--- src/rtl/cyc_acct_unit.sv ---
module cyc_acct_unit #(
  parameter int CW       = 40,
  parameter int TW       = 64,
  parameter int DEEP_LVL = 3
) (
  input  logic          clk,
  input  logic          rst,
  input  logic          bus_clk_act,
  input  logic          sleep_pin,
  input  logic [1:0]    sleep_lvl,
  input  logic [1:0]    thr_halt,
  input  logic          req_valid,
  input  logic          req_we,
  input  logic [2:0]    req_addr,
  input  logic [63:0]   req_wdata,
  output logic          rsp_valid,
  output logic [63:0]   rsp_rdata,
  output logic          irq
);
  localparam int NTHR = 2;
  localparam int HW   = TW / 2;
  localparam logic [2:0] A_TSC = 3'd0, A_NH0 = 3'd1, A_NH1 = 3'd2,
                         A_NS  = 3'd3, A_CTL = 3'd4, A_OVF = 3'd5;

  logic [TW-1:0] tsc_q;
  logic [CW-1:0] nh_q [NTHR];
  logic [CW-1:0] ns_q;
  logic [3:0]    ctl_q;
  logic [2:0]    ovf_q;

  wire core_asleep = sleep_pin | (sleep_lvl != 2'd0);
  wire tsc_tick    = bus_clk_act & ~sleep_pin & (sleep_lvl != 2'(DEEP_LVL));
  wire ns_tick     = ~core_asleep & ~(&thr_halt);
  wire wr          = req_valid & req_we;
  wire wr_tsc      = wr & (req_addr == A_TSC);
  wire wr_ns       = wr & (req_addr == A_NS);
  wire wr_ctl      = wr & (req_addr == A_CTL);
  wire wr_ovf      = wr & (req_addr == A_OVF);

  logic [NTHR-1:0] nh_tick, wr_nh, nh_wrap;
  always_comb
    for (int i = 0; i < NTHR; i++) begin
      nh_tick[i] = ~core_asleep & ~thr_halt[i];
      wr_nh[i]   = wr & (req_addr == 3'(i + 1));
      nh_wrap[i] = nh_tick[i] & ~wr_nh[i] & (&nh_q[i]);
    end

  wire       ns_wrap = ns_tick & ~wr_ns & (&ns_q);
  wire [2:0] ovf_clr = wr_ovf ? req_wdata[2:0] : 3'b000;

  always_ff @(posedge clk)
    if (rst) begin
      tsc_q <= '0;
      ns_q  <= '0;
      ctl_q <= '0;
      ovf_q <= '0;
      for (int i = 0; i < NTHR; i++) nh_q[i] <= '0;
    end else begin
      if (wr_tsc)
        tsc_q <= ctl_q[0] ? req_wdata[TW-1:0] : {{HW{1'b0}}, req_wdata[HW-1:0]};
      else if (tsc_tick)
        tsc_q <= tsc_q + 1'b1;
      for (int i = 0; i < NTHR; i++)
        if (wr_nh[i])        nh_q[i] <= req_wdata[CW-1:0];
        else if (nh_tick[i]) nh_q[i] <= nh_q[i] + 1'b1;
      if (wr_ns)        ns_q <= req_wdata[CW-1:0];
      else if (ns_tick) ns_q <= ns_q + 1'b1;
      if (wr_ctl) ctl_q <= req_wdata[3:0];
      ovf_q <= (ovf_q & ~ovf_clr) | {ns_wrap, nh_wrap};
    end

  logic [63:0] rd_mux;
  always_comb
    case (req_addr)
      A_TSC:   rd_mux = 64'(tsc_q);
      A_NH0:   rd_mux = 64'(nh_q[0]);
      A_NH1:   rd_mux = 64'(nh_q[1]);
      A_NS:    rd_mux = 64'(ns_q);
      A_CTL:   rd_mux = 64'(ctl_q);
      A_OVF:   rd_mux = 64'(ovf_q);
      default: rd_mux = '0;
    endcase

  always_ff @(posedge clk)
    if (rst) begin
      rsp_valid <= 1'b0;
      rsp_rdata <= '0;
    end else begin
      rsp_valid <= req_valid & ~req_we;
      if (req_valid & ~req_we) rsp_rdata <= rd_mux;
    end

  assign irq = |(ovf_q & ctl_q[3:1]);
endmodule


--- config.mk ---
export PLATFORM = sky130hd
export DESIGN_NAME = cyc_acct_unit
export DESIGN_NICKNAME = d
export VERILOG_FILES = /design/src/rtl/cyc_acct_unit.sv
export SDC_FILE = /design/constraint.sdc
export NUM_CORES = 1
export LEC_CHECK = 0
export ABC_AREA = 1
export BUFFER_PORTS_ARGS = -buffer_cell sky130_fd_sc_hd__buf_2
export CAP_MARGIN = 20
export CORE_ASPECT_RATIO = 0.75
export CORE_UTILIZATION = 45
export DETAILED_ROUTE_END_ITERATION = 10
export HOLD_SLACK_MARGIN = 0.08
export PLACE_DENSITY = 0.67
export SLEW_MARGIN = 20
export SYNTH_ARGS = -nofsm -noshare
export SYNTH_HDL_FRONTEND = slang
export SYNTH_SLANG_ARGS = --single-unit
--- constraint.sdc ---
create_clock -name clk -period 3.9 [get_ports clk]
set_input_delay 0.195 -clock clk [delete_from_list [all_inputs] [get_ports clk]]
set_output_delay 0.195 -clock clk [all_outputs]
set_load 0.02 [all_outputs]
==> impl_metrics.ini <==
[floorplan]
start_util_pct = 46.3
core_um2 = 36300
row_count = 60
dieHeight_um = 169
die_area_um2 = 38100
dieWidth_um = 225
ioPinCount = 143

[outcome]
status = finished clean

[worst_setup_path]
critPathMaxStageDelay_ns = 0.48
cp.arrival_ns = 3.10
cp.buffers_inverters = 0
criticalPathCategory = register to register
worstPathRequired_ns = 4.35
cp_max_fo = 8
crit_chain = nand2_1 > nor2_1 > nand2_1 > nor2_1 > nand2_1 > xor2_1 > a21oi_1 > nor2_1
start_kind = register
critPathTopFamily = simple AND/OR/NAND/NOR gates
end_kind = register
slowest_stage = dfxtp_1

[place]
io_buffers = 142
dpl_cell_area_um2 = 17900
dpl.cell_count = 3229
place_congestion = 1.05
post-dp-hpwl_um = 61900

[yosys]
yosysTopAreaCellShare_pct = 21.0
syn-num-nets = 2743
synth-seq-cells = 256
async_flop_share_pct = 0
synthTopCellsByArea = dfxtp_1 (21%), nand2_1 (17%), edfxtp_1 (14%)
synth_top_cell_by_area = dfxtp_1
synthFlopType = dfxtp_1
synthCells = 2662
netlist_area_um2 = 16800
synth_cell_types = 42
seq_area_frac_synth_pct = 35.3
synth_edf_count = 80
synth_warnings = 0
avgSynthCellArea_um2 = 6.31

[sta]
grt_setup_unrepaired = no
setup-tns-final_ns = 0
period_share_pct = 67.9
finalHoldViolCount = 0
timing.hold.ws_ns = 0.147
relSlewSlack_pct = 21.7
fin_skew_ns = 0.0124
finalMaxSlewViolations = 0
setup-violations-final = 0
tightest_slew_ns = 1.16
max_freq_mhz = 378
period_needed_ns = 2.65

[detailed_routing]
drc = 0
wl_met2_um = 29600
wl_met1_um = 35000
ant_nets = 0
routed_wl_um = 80000
drt_iter0_markers = 2807
top_layer = met5
dr.pass1.iters = 6
wl_met3_um = 12800
wl_per_cell_um = 24.0
vias = 19651
vias_per_cell = 5.89

[cts]
clock_sinks = 256
cts-root-buf = clkbuf_16
ctsHtreeMaxLevel = 1
cts_tree = built
cts_made_buffers = 29
cts_buffer_depth = 3
clk_pin_slew_ns = 0.06
clock_latency_ns = 0.60
post_cts_buffers = 0

[grt]
grt_pass1_wl_um = 114000
antenna_found_initial = 4
first_global_vias = 17435
grt_max_degree = 92
grt_usage_pct = 41.0
grt_remaining_overflow = 0

[final_layout]
multi_input_area_um2 = 9180
final_layout_size_suffix_gt1_share_pct = 8.67
fillCellCount = 3770
final_area_um2 = 19400
fin_cells = 3338
regArea_um2 = 5930
layout.nets = 2900
mostFrequentLayoutCells = nand2_1 (743), nor2_1 (338), inv_1 (331)
layout_commonest_cell = nand2_1
area_growth_syn_to_layout_pct = 15.4

[pwr]
max-vdd-ir-drop_uv = 336
power_mw = 6.56
power.leakage_nw = 7.52
p_per_area_nw_per_um2 = 338

[worst_hold_path]
hp-class = input port to register

[run]
drv_cap = 0
[flip-flops by register name, indices dropped and copies added, names as in the netlist]
register,flops
rsp_rdata,64
ovf_q,3
nh_q,80
ctl_q,4
tsc_q,64
rsp_valid,1
ns_q,40
[worst min-delay path, cell delays in order]
cell and delay [ns]:
buf_2 0.15, nand3_1 0.24, a21oi_1 0.10
[report_power, final]
part / internal [mW] / switching (mW) / total (mW)
registers: 2.87 / 0.144 / 3.01
clock network: 1.53 / 1.21 / 2.75
logic: 0.222 / 0.577 / 0.798
total: 4.62 / 1.93 / 6.56
[routing by layer]
metal	track usage (%)	vias up
met4	12.5	2
li1	-	9059
met2	53.0	1292
met3	19.2	138
met1	59.0	9160
met5	0	-
[path summary, 6_finish.rpt]
kind | startpoint | endpoint | slack [ns] | depth (start not counted)
worst min-delay path | req_addr[2] | ctl_q[2] | 0.15 | 3
worst max register to register | ns_q[2] | ns_q[31] | 1.25 | 8
worst min register to register | rsp_rdata[13] | rsp_rdata[13] | 0.46 | 2
worst max-delay path | ns_q[2] | ns_q[31] | 1.25 | 8
[through the flow]
stage | utilization, % | setup WS, ns
after floorplan | - | 1.31
after global placement | 49.3 | 1.23
after detailed placement | 49.3 | 1.09
after CTS | 53.4 | 1.48
after global routing | 53.4 | 1.25
final | 53.4 | 1.25
[cell usage after synthesis (2+ instances only)]
library cell,instances
a21oi_1,204
xor2_1,63
nand4_1,49
inv_1,332
and2_1,2
o21bai_1,2
nor3b_1,3
o31ai_1,2
nand2_2,3
nand3b_1,3
a22o_1,4
o22ai_2,3
nand3_1,114
o211ai_1,14
o21ai_1,11
nor2_1,339
nor2_2,6
edfxtp_1,80
nand2_1,744
o21ai_0,204
nand3_2,2
dfxtp_1,176
o221ai_1,2
clkbuf_1,51
buf_2,31
buf_4,7
ha_1,4
o22ai_1,105
a22oi_1,3
nor3_2,3
nor4_1,4
xnor2_1,2
nor3_1,43
buf_1,6
a31oi_1,23
inv_2,12
[final cells by class]
cell class              count  share of cell area [%]
multi-input cells        1965                    47.3
flip-flops and latches    256                    30.6
repair buffers            222                    7.48
inverters                 345                    6.68
clock buffers              39                    4.43
well taps                 496                    3.20
clock inverters            12                   0.316
diodes                      3                  0.0387
[kinds of logic (layout without fill, tap and decap cells)]
logic type | Yosys count | in the layout | share of synthesized area, %
fa+ha+maj | 4 | 4 | 0.298
xor+xnor | 65 | 65 | 3.39
other cells | 0 | 3 | 0
compound gates | 579 | 579 | 18.8
simple gates | 1317 | 1317 | 32.0
buf+inv | 441 | 618 | 10.3
flops | 256 | 256 | 35.3
[what timing repair did]
item,4_1_cts,5_1_grt
resized for setup,0,0
hold buffers,55,0
hold endpoints to repair,69,0
(Power assumes the default switching activity.)
